File: src/rtl/csGuardPkg.sv
package csGuardPkg;
  localparam int STAT_W  = 4;
  localparam int ST_WO   = 0;
  localparam int ST_RO   = 1;
  localparam int ST_DONE = 2;
  localparam int ST_FIFO = 3;
  localparam int CTRL_W  = 2;
  localparam int CT_ME   = 0;
  localparam int CT_IE   = 1;

  typedef struct packed {
    logic fwd;
    logic block;
    logic setRo;
    logic setWo;
  } guardStrobes_t;
endpackage

File: src/rtl/csCheckCtrl.sv
module csCheckCtrl
  import csGuardPkg::*;
#(
  parameter int NUM_CS = 4,
  localparam int CS_W = $clog2(NUM_CS)
) (
  input  logic              reqValid,
  input  logic              reqWrite,
  input  logic [CS_W-1:0]   reqCs,
  input  logic [NUM_CS-1:0] csEnable,
  input  logic [NUM_CS-1:0] csReadOnly,
  input  logic [NUM_CS-1:0] csWriteOnly,
  input  logic              masterEn,
  output guardStrobes_t     strb
);
  logic regionOn, globalOk, roHit, woHit, permitted;

  always_comb begin
    regionOn  = csEnable[reqCs];
    // boot region ignores the global enable
    globalOk  = (reqCs == '0) || masterEn;
    permitted = regionOn && globalOk;
    roHit     = reqWrite && csReadOnly[reqCs];
    woHit     = !reqWrite && csWriteOnly[reqCs];
    strb.fwd   = reqValid && permitted && !roHit && !woHit;
    strb.block = reqValid && !strb.fwd;
    strb.setRo = reqValid && permitted && roHit;
    strb.setWo = reqValid && permitted && woHit;
  end
endmodule

File: src/rtl/csStatusPath.sv
module csStatusPath
  import csGuardPkg::*;
(
  input  logic              clk,
  input  logic              rstN,
  input  guardStrobes_t     strb,
  input  logic              ctrlWe,
  input  logic [CTRL_W-1:0] ctrlWdata,
  input  logic              statusWe,
  input  logic [STAT_W-1:0] statusWdata,
  input  logic              xferDone,
  input  logic              fifoErr,
  output logic              masterEn,
  output logic [CTRL_W-1:0] ctrlQ,
  output logic [STAT_W-1:0] statusQ,
  output logic              errAck,
  output logic              irq
);
  logic [STAT_W-1:0] setVec, clrVec, statusNext;

  always_comb begin
    setVec          = '0;
    setVec[ST_WO]   = strb.setWo;
    setVec[ST_RO]   = strb.setRo;
    setVec[ST_DONE] = xferDone;
    setVec[ST_FIFO] = fifoErr;
    clrVec          = statusWe ? statusWdata : '0;
    statusNext      = (statusQ & ~clrVec) | setVec;
  end

  always_ff @(posedge clk or negedge rstN) begin
    if (!rstN) begin
      ctrlQ   <= '0;
      statusQ <= '0;
      errAck  <= 1'b0;
      irq     <= 1'b0;
    end else begin
      if (ctrlWe) ctrlQ <= ctrlWdata;
      statusQ <= statusNext;
      errAck  <= strb.block;
      irq     <= ctrlQ[CT_IE] && (|statusQ);
    end
  end

  assign masterEn = ctrlQ[CT_ME];
endmodule

File: src/rtl/csAccessGuard.sv
module csAccessGuard
  import csGuardPkg::*;
#(
  parameter int NUM_CS = 4,
  localparam int CS_W = $clog2(NUM_CS)
) (
  input  logic              clk,
  input  logic              rstN,
  input  logic              reqValid,
  input  logic              reqWrite,
  input  logic [CS_W-1:0]   reqCs,
  input  logic [NUM_CS-1:0] csEnable,
  input  logic [NUM_CS-1:0] csReadOnly,
  input  logic [NUM_CS-1:0] csWriteOnly,
  input  logic              ctrlWe,
  input  logic [1:0]        ctrlWdata,
  input  logic              statusWe,
  input  logic [3:0]        statusWdata,
  input  logic              xferDone,
  input  logic              fifoErr,
  output logic              fwdValid,
  output logic              fwdWrite,
  output logic [CS_W-1:0]   fwdCs,
  output logic              errAck,
  output logic [1:0]        ctrlQ,
  output logic [3:0]        statusQ,
  output logic              irq
);
  guardStrobes_t strb;
  logic masterEn;

  csCheckCtrl #(.NUM_CS(NUM_CS)) uCtrl (
    .reqValid(reqValid), .reqWrite(reqWrite), .reqCs(reqCs),
    .csEnable(csEnable), .csReadOnly(csReadOnly), .csWriteOnly(csWriteOnly),
    .masterEn(masterEn), .strb(strb)
  );

  csStatusPath uPath (
    .clk(clk), .rstN(rstN), .strb(strb),
    .ctrlWe(ctrlWe), .ctrlWdata(ctrlWdata),
    .statusWe(statusWe), .statusWdata(statusWdata),
    .xferDone(xferDone), .fifoErr(fifoErr),
    .masterEn(masterEn), .ctrlQ(ctrlQ), .statusQ(statusQ),
    .errAck(errAck), .irq(irq)
  );

  assign fwdValid = strb.fwd;
  assign fwdWrite = reqWrite;
  assign fwdCs    = reqCs;
endmodule

File: config.mk
export PLATFORM = sky130hd
export DESIGN_NAME = csAccessGuard
export DESIGN_NICKNAME = d
export VERILOG_FILES = /design/src/rtl/csGuardPkg.sv /design/src/rtl/csCheckCtrl.sv /design/src/rtl/csStatusPath.sv /design/src/rtl/csAccessGuard.sv
export SDC_FILE = /design/constraint.sdc
export NUM_CORES = 1
export LEC_CHECK = 0
export ABC_AREA = 1
export CAP_MARGIN = 10
export CORE_MARGIN = 2
export CORE_UTILIZATION = 32
export DETAILED_ROUTE_END_ITERATION = 16
export PLACE_DENSITY_LB_ADDON = 0.05
export SLEW_MARGIN = 10
export SYNTH_ARGS = -nofsm -noshare
export SYNTH_HDL_FRONTEND = slang
export SYNTH_HIERARCHICAL = 1
export SYNTH_SLANG_ARGS = --single-unit
File: constraint.sdc
create_clock -name clk -period 1.2 [get_ports clk]
set_input_delay 0.18 -clock clk [delete_from_list [all_inputs] [get_ports clk]]
set_output_delay 0.18 -clock clk [all_outputs]
set_load 0.02 [all_outputs]
==> impl_metrics.yaml <==
timing:
  setup_viol: 1
  clock_skew_ns: 0.003741
  fmax_mhz: 769.5
  rsz0062_at_grt: "true"
  finalMaxSlewViolations: 0
  final.period_utilization_pct: 108.3
  hold_viol: 0
  min_period_ns: 1.300
  slew_headroom_pct: 76.15
  setup_slack_ns: -0.09952
  worstMarginPinSlew_ns: 0.3567
synthesis:
  synth_seq_cells: 8
  synth_area_leaders: "dfrtp_1, nand2_1, inv_1, a21o_1, buf_4"
  yosysSeqAreaShare_pct: 38.19
  synth_most_common_cell: "nand2_1"
  synth_cell_type_count: 17
  syn_area_um2: 524.3
  synthCells: 71
  yosys-top-cells-count: "nand2_1, inv_1, dfrtp_1"
  synthArstFlopShare_pct: 100.0
  synth.top_cell.area_share_pct: 38.19
  synth_largest_area_cell: "dfrtp_1"
  synth_ff_type: "dfrtp_1"
  syn-num-nets: 99
  synth_edf_count: 0
  synth_area_per_cell_um2: 7.384
  yosysWarnings: 6
pwr:
  power_w: 0.0008263
  vdd_drop_max_v: 0.0007128
  power_leakage_nw: 0.6554
  p_per_area_nw_per_um2: 782.4
clocking:
  cts_tree: "built"
  h-tree-depth: 1
  path_clk_slew_ns: 0.05
  cts_root_buf: "clkbuf_4"
  clk_latency_ns: 0.25
  cts_buffer_depth: 2
  ctsHoldBuffers: 0
  cts_sinks: 8
  cts-buffers-inserted: 3
placement:
  dp_hpwl_mm: 1.107
  dp_slack_ns: -0.8464
  port_buffers: 39
  postPlaceCellArea_um2: 960.9
  dp.cells: 130
  place_congestion: 0.7943
global_route:
  grt_pass1_wl_mm: 2.346
  grt_max_degree: 9
  grt_pass1_vias: 573
  grt_antenna_before_repair: 0
  grt_overflow: 0
  grt_usage_pct: 16.46
drt:
  drc: 0
  via_per_inst: 4.372
  post_drt_wl_per_cell_um: 10.74
  drt_iter0_markers: 7
  vias: 599
  drtPass1Iterations: 4
  ant_nets: 0
  drt-total-wl_mm: 1.471
run_status:
  failed_checks: "setup timing"
  status: "finished with violations"
setup_path:
  cp_max_fo: 3
  arrival_ns: 1.12
  critPathKind: "in2out"
  crit_path_top_delay_cell: "clkdlybuf4s50_1"
  worstPathCellList: "clkdlybuf4s50_1 -> inv_1 -> nand2_2 -> nand2_2 -> nor2_4 -> buf_6"
  crit_path_max_incr_delay_ns: 0.50
  timing.critical_path.mode_cell: "nand2_2"
  worst_setup_path_start_kind: "input port"
  cp-end-kind: "output pin"
  required_ns: 1.02
finish:
  final_nets: 151
  fin_cells: 137
  syn2layout_area_growth_pct: 101.4
  fin_area_um2: 1056
  layout-drive-gt1-share_pct: 26.45
  nFillCells: 136
  diodes: 0
die:
  die_area_um2: 1978
  fp.dieW_um: 44.48
  start_util_pct: 34.40
  num_rows: 14
  die_height_um: 44.48
  core_area_um2: 1524
  ios: 40
job:
  drv_cap: 0
min_path:
  hold_class: "in2async"
==> cells in the final DEF, fill, tap and decap left out, types with 2 or more instances in the layout <==
cell type / instances
nand2_1: 21
clkdlybuf4s50_1: 13
dlymetal6s2s_1: 12
inv_1: 12
buf_4: 11
dlygate4sd2_1: 9
dfrtp_1: 8
nor2_1: 4
a21o_1: 4
clkbuf_4: 3
buf_6: 3
nand3_2: 3
nand3_1: 3
clkbuf_2: 2
nand2_2: 2
o21ai_0: 2
==> registers in the layout, summed over array words and instances (netlist names) <==
register and count:
uPath/statusQ 4, uPath/ctrlQ 2, uPath/errAck 1, uPath/irq 1
==> cells by family (layout without fill, tap and decap cells) <==
kind of cell,after synthesis,after routing,synth area share (%)
AND/OR/NAND/NOR,36,36,32.22
buffers and inverters,19,69,18.85
AO/OA/AOI/OAI,8,8,10.74
flip-flops,8,8,38.19
==> stage by stage <==
step           util [%]  hold WS, ns  TNS (ns)
2_1_floorplan         -      -0.1156         0
6_report          69.29       0.2017  -0.09952
3_5_place_dp      63.05       0.4813    -3.010
4_1_cts           64.70       0.2030   -0.1762
5_1_grt           69.29       0.2265   -0.1640
3_3_place_gp      63.05       0.4845    -2.974
==> metal layers <==
layer	global-route usage [%]	share of wire, %
met1	21.52	43
met2	24.06	51
met3	7.347	6.1
met4	5.455	0.61
met5	0	0
==> area by class of cell <==
| type | count | area [µm²] | area share (%) |
|---|---|---|---|
| timing repair buffer | 52 | 501.7 | 47.51 |
| multi-input combinational | 44 | 254.0 | 24.05 |
| sequential | 8 | 200.2 | 18.96 |
| inverter | 14 | 57.56 | 5.450 |
| clock buffer | 3 | 22.52 | 2.133 |
| tap | 16 | 20.02 | 1.896 |
==> worst max-delay path, delay by kind of cell <==
family	cells	cell delay, ns
buffers and inverters	3	0.68
and+or+nand+nor	3	0.26
==> path summary, 6_finish.rpt <==
path	from	end	slack, ns	cells past startpoint
min in group clk	ctrlWdata[0]	uPath/ctrlQ[0]	0.48	3
worst min register to register	uPath/statusQ[3]	uPath/statusQ[3]	0.51	1
worst max-delay path	reqWrite	fwdValid	-0.1	6
worst max register to register	uPath/ctrlQ[0]	uPath/statusQ[0]	0.04	6
max in group asynchronous	rstN	uPath/irq	0.74	1
worst min-delay path	rstN	uPath/statusQ[2]	0.20	1
==> report_power, final <==
part | switching (W) | internal (W)
clock network | 0.0000861 | 0.000114
registers | 0.0000118 | 0.000294
logic | 0.000144 | 0.000176
total | 0.000242 | 0.000584
==> what timing repair did <==
item | 4_1_cts | 5_1_grt
pin swaps | 1 | 13
gates cloned | 1 | 0
gates resized for setup | 25 | 22
setup buffers | 0 | 3
setup endpoints to repair | 15 | 3
endpoints found under the hold margin | 0 | 0
Power figures use the tool's default switching activity.
